File: src/rtl/dir_pkg.sv
package dir_pkg;
  typedef enum logic [1:0] {
    CMD_INV     = 2'd0,
    CMD_RCL_SHR = 2'd1,
    CMD_RCL_INV = 2'd2
  } cmd_kind_e;

  typedef enum logic [1:0] {
    BLK_IDLE,
    BLK_INV,
    BLK_RCL,
    BLK_DONE
  } blk_state_e;
endpackage

File: src/rtl/dir_lsb_pick.sv
module dir_lsb_pick #(
  parameter int N = 4,
  localparam int IW = (N > 1) ? $clog2(N) : 1
) (
  input  logic [N-1:0]  vec_i,
  output logic          any_o,
  output logic [IW-1:0] idx_o,
  output logic [N-1:0]  oh_o
);
  // lowest set bit wins
  always_comb begin
    any_o = 1'b0;
    idx_o = '0;
    oh_o  = '0;
    for (int i = N - 1; i >= 0; i--) begin
      if (vec_i[i]) begin
        any_o    = 1'b1;
        idx_o    = IW'(i);
        oh_o     = '0;
        oh_o[i]  = 1'b1;
      end
    end
  end
endmodule

File: src/rtl/dir_block.sv
module dir_block
  import dir_pkg::*;
#(
  parameter int NODES = 4,
  parameter int DATA_W = 8,
  parameter logic [DATA_W-1:0] INIT = '0,
  localparam int NODE_W = (NODES > 1) ? $clog2(NODES) : 1,
  localparam int CNT_W = $clog2(NODES + 1)
) (
  input  logic              clk_i,
  input  logic              rst_ni,
  input  logic              req_go_i,
  input  logic              req_wr_i,
  input  logic [NODE_W-1:0] req_node_i,
  output logic              imm_o,
  output logic              imm_nack_o,
  output logic              imm_excl_o,
  output logic              cmd_req_o,
  output logic [1:0]        cmd_kind_o,
  output logic [NODE_W-1:0] cmd_node_o,
  input  logic              cmd_go_i,
  input  logic              rpl_go_i,
  input  logic [NODE_W-1:0] rpl_node_i,
  input  logic [DATA_W-1:0] rpl_data_i,
  output logic              done_o,
  output logic [NODE_W-1:0] done_node_o,
  output logic              done_excl_o,
  input  logic              done_take_i,
  output logic [DATA_W-1:0] data_o,
  output logic              busy_o,
  output logic [NODES-1:0]  pres_o,
  output logic              dirty_o
);
  blk_state_e        state_q;
  cmd_kind_e         kind_q;
  logic [NODES-1:0]  pres_q, send_q, tgt_q;
  logic              dirty_q, wr_q;
  logic [CNT_W-1:0]  cnt_q;
  logic [NODE_W-1:0] node_q;
  logic [DATA_W-1:0] data_q;

  logic [NODES-1:0]  req_oh, others, cmd_oh, node_oh;
  logic              busy, own_req, waiting, rpl_hit;

  function automatic logic [CNT_W-1:0] popcnt(input logic [NODES-1:0] v);
    logic [CNT_W-1:0] c;
    c = '0;
    for (int i = 0; i < NODES; i++) c = c + CNT_W'(v[i]);
    return c;
  endfunction

  assign req_oh  = NODES'(1) << req_node_i;
  assign node_oh = NODES'(1) << node_q;
  assign others  = pres_q & ~req_oh;
  assign busy    = (state_q != BLK_IDLE);
  assign own_req = dirty_q && (pres_q == req_oh);
  assign waiting = (state_q == BLK_INV) || (state_q == BLK_RCL);
  assign rpl_hit = rpl_go_i && waiting && tgt_q[rpl_node_i];

  assign imm_o      = busy || own_req || (!dirty_q && (!req_wr_i || others == '0));
  assign imm_nack_o = busy;
  assign imm_excl_o = !busy && (own_req || (!dirty_q && req_wr_i));

  dir_lsb_pick #(.N(NODES)) u_node_pick (
    .vec_i (send_q),
    .any_o (cmd_req_o),
    .idx_o (cmd_node_o),
    .oh_o  (cmd_oh)
  );
  assign cmd_kind_o = kind_q;

  assign done_o      = (state_q == BLK_DONE);
  assign done_node_o = node_q;
  assign done_excl_o = wr_q;
  assign data_o      = data_q;
  assign busy_o      = busy;
  assign pres_o      = pres_q;
  assign dirty_o     = dirty_q;

  always_ff @(posedge clk_i or negedge rst_ni) begin
    if (!rst_ni) begin
      state_q <= BLK_IDLE;
      kind_q  <= CMD_INV;
      pres_q  <= '0;
      send_q  <= '0;
      tgt_q   <= '0;
      dirty_q <= 1'b0;
      wr_q    <= 1'b0;
      cnt_q   <= '0;
      node_q  <= '0;
      data_q  <= INIT;
    end else begin
      if (req_go_i && !busy && !own_req) begin
        if (!dirty_q) begin
          if (!req_wr_i) begin
            pres_q <= pres_q | req_oh;
          end else if (others == '0) begin
            pres_q  <= req_oh;
            dirty_q <= 1'b1;
          end else begin
            state_q <= BLK_INV;
            kind_q  <= CMD_INV;
            send_q  <= others;
            tgt_q   <= others;
            cnt_q   <= popcnt(others);
            node_q  <= req_node_i;
            wr_q    <= 1'b1;
          end
        end else begin
          // owned elsewhere: recall from the single owner
          state_q <= BLK_RCL;
          kind_q  <= req_wr_i ? CMD_RCL_INV : CMD_RCL_SHR;
          send_q  <= pres_q;
          tgt_q   <= pres_q;
          cnt_q   <= CNT_W'(1);
          node_q  <= req_node_i;
          wr_q    <= req_wr_i;
        end
      end
      if (cmd_go_i) send_q <= send_q & ~cmd_oh;
      if (rpl_hit) begin
        tgt_q[rpl_node_i] <= 1'b0;
        cnt_q <= cnt_q - CNT_W'(1);
        if (state_q == BLK_RCL) data_q <= rpl_data_i;
        if (cnt_q == CNT_W'(1)) begin
          state_q <= BLK_DONE;
          if (wr_q) begin
            pres_q  <= node_oh;
            dirty_q <= 1'b1;
          end else begin
            pres_q  <= pres_q | node_oh;
            dirty_q <= 1'b0;
          end
        end
      end
      if (done_take_i) state_q <= BLK_IDLE;
    end
  end
endmodule

File: src/rtl/dir_home_ctrl.sv
module dir_home_ctrl #(
  parameter int NODES = 4,
  parameter int BLOCKS = 4,
  parameter int DATA_W = 8,
  localparam int NODE_W = (NODES > 1) ? $clog2(NODES) : 1,
  localparam int BLK_W = (BLOCKS > 1) ? $clog2(BLOCKS) : 1
) (
  input  logic              clk_i,
  input  logic              rst_ni,
  input  logic              req_valid_i,
  output logic              req_ready_o,
  input  logic              req_write_i,
  input  logic [NODE_W-1:0] req_node_i,
  input  logic [BLK_W-1:0]  req_blk_i,
  output logic              cmd_valid_o,
  input  logic              cmd_ready_i,
  output logic [1:0]        cmd_kind_o,
  output logic [NODE_W-1:0] cmd_node_o,
  output logic [BLK_W-1:0]  cmd_blk_o,
  input  logic              rpl_valid_i,
  output logic              rpl_ready_o,
  input  logic [NODE_W-1:0] rpl_node_i,
  input  logic [BLK_W-1:0]  rpl_blk_i,
  input  logic [DATA_W-1:0] rpl_data_i,
  output logic              rsp_valid_o,
  input  logic              rsp_ready_i,
  output logic [NODE_W-1:0] rsp_node_o,
  output logic [BLK_W-1:0]  rsp_blk_o,
  output logic              rsp_nack_o,
  output logic              rsp_excl_o,
  output logic [DATA_W-1:0] rsp_data_o
);
  logic [BLOCKS-1:0] req_go, imm, imm_nack, imm_excl;
  logic [BLOCKS-1:0] cmd_req, cmd_go, rpl_go;
  logic [BLOCKS-1:0] blk_done, done_take, blk_busy, blk_dirty;
  logic [1:0]        cmd_kind  [BLOCKS];
  logic [NODE_W-1:0] cmd_node  [BLOCKS];
  logic [NODE_W-1:0] done_node [BLOCKS];
  logic [BLOCKS-1:0] done_excl;
  logic [DATA_W-1:0] blk_data  [BLOCKS];
  logic [NODES-1:0]  blk_pres  [BLOCKS];
  logic [BLOCKS*NODES-1:0] pres_flat;

  logic              cmd_any, done_any, req_fire;
  logic [BLK_W-1:0]  cmd_idx, done_idx;
  logic [BLOCKS-1:0] cmd_oh, done_oh;

  logic              rsp_valid_q, rsp_nack_q, rsp_excl_q;
  logic [NODE_W-1:0] rsp_node_q;
  logic [BLK_W-1:0]  rsp_blk_q;
  logic [DATA_W-1:0] rsp_data_q;

  assign req_ready_o = !rsp_valid_q && !done_any;
  assign req_fire    = req_valid_i && req_ready_o;
  assign rpl_ready_o = 1'b1;

  for (genvar b = 0; b < BLOCKS; b++) begin : g_blk
    assign req_go[b]    = req_fire && (req_blk_i == BLK_W'(b));
    assign rpl_go[b]    = rpl_valid_i && (rpl_blk_i == BLK_W'(b));
    assign cmd_go[b]    = cmd_oh[b] && cmd_ready_i;
    assign done_take[b] = done_oh[b] && !rsp_valid_q;
    assign pres_flat[b*NODES +: NODES] = blk_pres[b];

    dir_block #(
      .NODES  (NODES),
      .DATA_W (DATA_W),
      .INIT   (DATA_W'(b))
    ) u_blk (
      .clk_i       (clk_i),
      .rst_ni      (rst_ni),
      .req_go_i    (req_go[b]),
      .req_wr_i    (req_write_i),
      .req_node_i  (req_node_i),
      .imm_o       (imm[b]),
      .imm_nack_o  (imm_nack[b]),
      .imm_excl_o  (imm_excl[b]),
      .cmd_req_o   (cmd_req[b]),
      .cmd_kind_o  (cmd_kind[b]),
      .cmd_node_o  (cmd_node[b]),
      .cmd_go_i    (cmd_go[b]),
      .rpl_go_i    (rpl_go[b]),
      .rpl_node_i  (rpl_node_i),
      .rpl_data_i  (rpl_data_i),
      .done_o      (blk_done[b]),
      .done_node_o (done_node[b]),
      .done_excl_o (done_excl[b]),
      .done_take_i (done_take[b]),
      .data_o      (blk_data[b]),
      .busy_o      (blk_busy[b]),
      .pres_o      (blk_pres[b]),
      .dirty_o     (blk_dirty[b])
    );
  end

  dir_lsb_pick #(.N(BLOCKS)) u_cmd_pick (
    .vec_i (cmd_req),
    .any_o (cmd_any),
    .idx_o (cmd_idx),
    .oh_o  (cmd_oh)
  );

  dir_lsb_pick #(.N(BLOCKS)) u_done_pick (
    .vec_i (blk_done),
    .any_o (done_any),
    .idx_o (done_idx),
    .oh_o  (done_oh)
  );

  assign cmd_valid_o = cmd_any;
  assign cmd_kind_o  = cmd_kind[cmd_idx];
  assign cmd_node_o  = cmd_node[cmd_idx];
  assign cmd_blk_o   = cmd_idx;

  // single response slot; finished transactions take precedence over new requests
  always_ff @(posedge clk_i or negedge rst_ni) begin
    if (!rst_ni) begin
      rsp_valid_q <= 1'b0;
      rsp_nack_q  <= 1'b0;
      rsp_excl_q  <= 1'b0;
      rsp_node_q  <= '0;
      rsp_blk_q   <= '0;
      rsp_data_q  <= '0;
    end else if (rsp_valid_q) begin
      if (rsp_ready_i) rsp_valid_q <= 1'b0;
    end else if (done_any) begin
      rsp_valid_q <= 1'b1;
      rsp_nack_q  <= 1'b0;
      rsp_excl_q  <= done_excl[done_idx];
      rsp_node_q  <= done_node[done_idx];
      rsp_blk_q   <= done_idx;
      rsp_data_q  <= blk_data[done_idx];
    end else if (req_fire && imm[req_blk_i]) begin
      rsp_valid_q <= 1'b1;
      rsp_nack_q  <= imm_nack[req_blk_i];
      rsp_excl_q  <= imm_excl[req_blk_i];
      rsp_node_q  <= req_node_i;
      rsp_blk_q   <= req_blk_i;
      rsp_data_q  <= blk_data[req_blk_i];
    end
  end

  assign rsp_valid_o = rsp_valid_q;
  assign rsp_nack_o  = rsp_nack_q;
  assign rsp_excl_o  = rsp_excl_q;
  assign rsp_node_o  = rsp_node_q;
  assign rsp_blk_o   = rsp_blk_q;
  assign rsp_data_o  = rsp_data_q;
endmodule

File: config.mk
export PLATFORM = sky130hd
export DESIGN_NAME = dir_home_ctrl
export DESIGN_NICKNAME = d
export VERILOG_FILES = /design/src/rtl/dir_pkg.sv /design/src/rtl/dir_lsb_pick.sv /design/src/rtl/dir_block.sv /design/src/rtl/dir_home_ctrl.sv
export SDC_FILE = /design/constraint.sdc
export NUM_CORES = 1
export LEC_CHECK = 0
export ABC_AREA = 1
export BUFFER_PORTS_ARGS = -buffer_cell sky130_fd_sc_hd__clkbuf_2
export CORE_ASPECT_RATIO = 1.25
export CORE_UTILIZATION = 50
export CTS_CLUSTER_SIZE = 24
export DETAILED_ROUTE_END_ITERATION = 8
export PLACE_DENSITY = 0.7
export SLEW_MARGIN = 20
export SYNTH_ARGS = -nofsm -noshare
export SYNTH_HDL_FRONTEND = slang
export SYNTH_SLANG_ARGS = --single-unit
File: constraint.sdc
create_clock -name clk_i -period 2 [get_ports clk_i]
set_input_delay 0.2 -clock clk_i [delete_from_list [all_inputs] [get_ports clk_i]]
set_output_delay 0.2 -clock clk_i [all_outputs]
set_load 0.02 [all_outputs]
==> results by group <==
Placement
  • Post-DP HPWL: 21.3 mm
  • Placed instance area: 0.0109 mm^2
  • Buffers added on ports: 45
  • Pre-CTS setup slack: -0.343 ns
  • Final estimated routing congestion in global placement: 0.966
  • Placed cell count: 1688

Logic synthesis
  • Number of synthesized flops with an enable pin: 0
  • Number of distinct library cells after synthesis: 40
  • Synthesized netlist net count: 1399
  • Main flop type after synthesis: sky130_fd_sc_hd__dfrtp_1
  • Share of the synthesized area in compound gates (AO/OA/AOI/OAI): 16.0%
  • Cell types with the highest counts after synthesis: 343 x sky130_fd_sc_hd__nand2_1, 163 x sky130_fd_sc_hd__inv_1, 135 x sky130_fd_sc_hd__dfrtp_1, 135 x sky130_fd_sc_hd__o21ai_0, 133 x sky130_fd_sc_hd__nor2_1
  • Fraction of registers with async set or reset after synthesis: 100%
  • Main combinational cell family by area after synthesis: simple AND/OR/NAND/NOR gates
  • Sequential share of the synthesized area: 37.4%
  • Post-synthesis cell area: 0.00931 mm^2
  • Xor and xnor fraction of the mapped netlist area: 0.376%
  • Mean cell area of the mapped netlist: 7.11 um^2
  • Library cell occupying the most area in the post-synthesis netlist: sky130_fd_sc_hd__dfrtp_1
  • Share of synthesized cell area in full adder, half adder and majority cells: 9.47%
  • Yosys top cell area share: 36.3%
  • Post-synthesis share of cell area spent on and, or, nand and nor gates: 28.2%
  • Mux share of post-synthesis cell area: 0%
  • Synth Warn #: 0
  • Syn Inst Count: 1308
  • Yosys reg bits: 139
  • Top-count cell post-synth: sky130_fd_sc_hd__nand2_1
  • Cells taking the most area after synthesis: sky130_fd_sc_hd__dfrtp_1 36%, sky130_fd_sc_hd__nand2_1 14%, sky130_fd_sc_hd__ha_1 8.6%

Critical path
  • Cell with the most instances on the worst path: sky130_fd_sc_hd__nand2_2
  • Worst endpoint data arrival time: 1.93 ns
  • Worst Setup End Kind: output port
  • Startpoint Class: register
  • Maximum fanout along the worst path: 7
  • CP max-delay cell: sky130_fd_sc_hd__dfrtp_1
  • Path type of the worst setup path: reg -> out
  • Slowest cell delay on critical path: 0.38 ns
  • Data required time of the worst path: 1.80 ns
  • Worst-path cell chain: or2_4, nor2_4, nand2_2, nand2_2, nand2_4, buf_6, nor2_1, o22ai_2, buf_4

Clocking
  • TritonCTS clock tree: yes
  • CTS H-tree lvls: 4
  • Clock-pin slew on the worst setup and hold paths: 0.06 ns
  • Total clock buffers created by CTS: 17
  • Clock Sinks: 139
  • Root Buffer Master: sky130_fd_sc_hd__clkbuf_16
  • Deepest clock path buffer count: 2
  • Worst skew pair latency: 0.42 ns

Power
  • Leakage power figure: 6.31 nW
  • Reg power frac: 25.4%
  • Proportion of power drawn by combinational gates: 57.4%
  • Cell internal power dissipation: 10.7 mW
  • Peak ir drop on the vdd network: 1010 uV
  • PD cells: 1530 mW/mm^2
  • Post-route total power: 19.2 mW
  • Switching share of power: 44.5%
  • NetSw: 8.56 mW
  • Clock group share of total power: 17.2%

Layout
  • Final design utilization: 69.1%
  • Count of non-filler cells in the finished layout: 1767
  • Layout Area Growth over Synthesis: 34.8%
  • Total inserted antenna cells: 0
  • Storage element area: 0.00349 mm^2
  • Final standard cell area without fillers: 0.0125 mm^2
  • Share of layout cells above drive strength 1: 28.8%
  • Filler cells: 1453
  • Multi-input logic area: 0.00569 mm^2
  • Net total in the final layout: 1617

Timing
  • Headroom to the max-slew limit: 62.7%
  • Final setup margin: -0.126 ns
  • Final setup viols: 8
  • RSZ-0062 raised after global routing: yes
  • Number of failing hold endpoints at the final stage: 0
  • Final cycle utilization of the critical path: 106%
  • Setup tns final: -0.743 ns
  • Shortest clock period the worst path allows after layout: 2.13 ns
  • Maximum achievable frequency: 0.470 GHz
  • Number of slew-limit violations in the final report: 0
  • Worst Skew: 0.00643 ns
  • Worst-margin pin slew: 0.558 ns
  • Final worst hold slack: 0.0370 ns

Run status
  • Violated checks: negative setup slack
  • Run status: finished with violations

Floorplan
  • Number of top-level design ports: 47
  • Die Footprint: 0.0192 mm^2
  • Starting Density: 51.2%
  • Horizontal die dimension: 124 um
  • FP Rows: 55
  • Core footprint: 0.0182 mm^2
  • Die Ht: 155 um

Routing
  • Detailed-route wire length: 29.9 mm
  • Post-route DRC violation count: 0
  • Vias: 9865
  • Average detailed-routed wire length per instance: 16.9 um
  • Drt first pass iters: 5
  • Detail Route Antenna Nets: 0
  • Avg Vias per Cell: 5.58
  • Number of DRC markers after the initial detailed-route iteration: 789

Global route
  • Maximum number of pins on one net before global-route repair: 52
  • Global-route usage over all layers: 31.3%
  • Vias in the first global route: 9154
  • Number of antenna violations at the first check in global routing: 0
  • Residual overflow from global routing: 0
  • Wire length of the first global-routing pass: 45.8 mm

Flow run
  • Count of max-cap constraint violations: 0

Hold path
  • Worst Hold Class: in -> reg
-- sequential cells by signal, indices dropped and copies added (netlist names), 12 cells and up --
| register | flops |
|---|---|
| g_blk.u_blk.send_q | 16 |
| g_blk.u_blk.pres_o | 16 |
| g_blk.u_blk.cnt_q | 12 |
| g_blk.u_blk.data_o | 32 |
| g_blk.u_blk.tgt_q | 16 |
-- layer usage --
| layer | wire length (um) | share of wire [%] | vias up | global-route usage, % |
|---|---|---|---|---|
| met4 | 1220 | 4.1 | 0 | 16.2 |
| met1 | 12100 | 40 | 4628 | 39.9 |
| met3 | 1960 | 6.6 | 96 | 4.98 |
| met5 | 0 | 0 | - | 0 |
| met2 | 14700 | 49 | 423 | 50.7 |
| li1 | - | - | 4718 | - |
-- placed cells by master, fill, tap and decap left out, types with 4 or more instances in the layout --
cell,synthesis,layout
sky130_fd_sc_hd__a21oi_1,46,44
sky130_fd_sc_hd__nand3_1,104,92
sky130_fd_sc_hd__ha_4,0,13
sky130_fd_sc_hd__nor2_2,6,18
sky130_fd_sc_hd__buf_4,1,166
sky130_fd_sc_hd__dfstp_2,4,4
sky130_fd_sc_hd__nand2_1,343,305
sky130_fd_sc_hd__o22ai_1,28,27
sky130_fd_sc_hd__o21ai_1,11,20
sky130_fd_sc_hd__o21ai_0,135,121
sky130_fd_sc_hd__dfrtp_1,135,132
sky130_fd_sc_hd__buf_12,0,8
sky130_fd_sc_hd__ha_2,0,8
sky130_fd_sc_hd__o21ai_2,0,4
sky130_fd_sc_hd__a31oi_1,9,8
sky130_fd_sc_hd__clkbuf_8,0,4
sky130_fd_sc_hd__nor2_1,133,104
sky130_fd_sc_hd__a22oi_1,13,13
sky130_fd_sc_hd__nand2_4,0,13
sky130_fd_sc_hd__nand3_2,0,10
sky130_fd_sc_hd__clkinv_2,0,4
sky130_fd_sc_hd__clkbuf_16,0,18
sky130_fd_sc_hd__nand2_2,17,42
sky130_fd_sc_hd__nor2_4,4,21
sky130_fd_sc_hd__buf_6,0,14
sky130_fd_sc_hd__o21a_1,6,6
sky130_fd_sc_hd__inv_1,163,137
sky130_fd_sc_hd__o211ai_1,5,5
sky130_fd_sc_hd__o22a_1,8,8
sky130_fd_sc_hd__clkbuf_2,0,39
sky130_fd_sc_hd__nand4_1,6,6
sky130_fd_sc_hd__inv_2,4,30
sky130_fd_sc_hd__ha_1,64,43
-- cells by family (layout without fill, tap and decap cells) --
group,count (synthesis),in the layout
other,1,1
DFF,139,139
buffers and inverters,204,434
and+or+nand+nor,625,626
xor gates and xnor gates,4,4
adders and majority gates,68,68
AOI/OAI and AO/OA,267,267
-- power by group through the flow --
stage	registers [mW]	clock network, mW	logic (mW)
2_1_floorplan	4.72	0	5.35
3_3_place_gp	4.83	0	8.40
3_5_place_dp	4.83	0	8.56
4_1_cts	4.82	3.33	9.32
5_1_grt	5.01	3.46	12.1
6_report	4.89	3.30	11.0
-- repair_timing --
item	4_1_cts	5_1_grt
buffers inserted	10	33
endpoints found under the hold margin	50	0
pin swaps	14	56
gates cloned	0	3
setup endpoints to repair	59	99
resized for setup	57	153
hold buffers	2	0
-- critical path: cells and delay by family (launching register included) --
family	cells	cell delay, ns
AO/OA/AOI/OAI	1	0.10
buffers and inverters	2	0.31
flip-flops	1	0.38
AND/OR/NAND/NOR	6	0.72
-- worst paths after layout --
check / from / endpoint / slack [ns] / depth (start not counted)
hold reg to reg: rsp_nack_o / rsp_nack_o / 0.47 / 2
setup reg to reg: g_blk[1].u_blk.state_q[1] / g_blk[0].u_blk.cmd_kind_o[0] / -0.10 / 13
max in group asynchronous: rst_ni / g_blk[2].u_blk.data_o[1] / 1.03 / 3
setup / recovery: g_blk[2].u_blk.send_q[2] / cmd_kind_o[0] / -0.13 / 9
min in group asynchronous: rst_ni / g_blk[1].u_blk.send_q[3] / 0.29 / 2
hold / removal: rpl_data_i[0] / g_blk[1].u_blk.data_o[0] / 0.04 / 3
-- cell type report --
class / instances / area share [%]
multi-input cells: 966 / 45.4
flip-flops and latches: 139 / 27.8
repair buffers: 231 / 14.5
inverters: 170 / 5.13
clock buffers: 21 / 3.75
well taps: 228 / 2.27
clock inverters: 11 / 1.14
repair inverters: 1 / 0.0598
(Power assumes the default switching activity.)
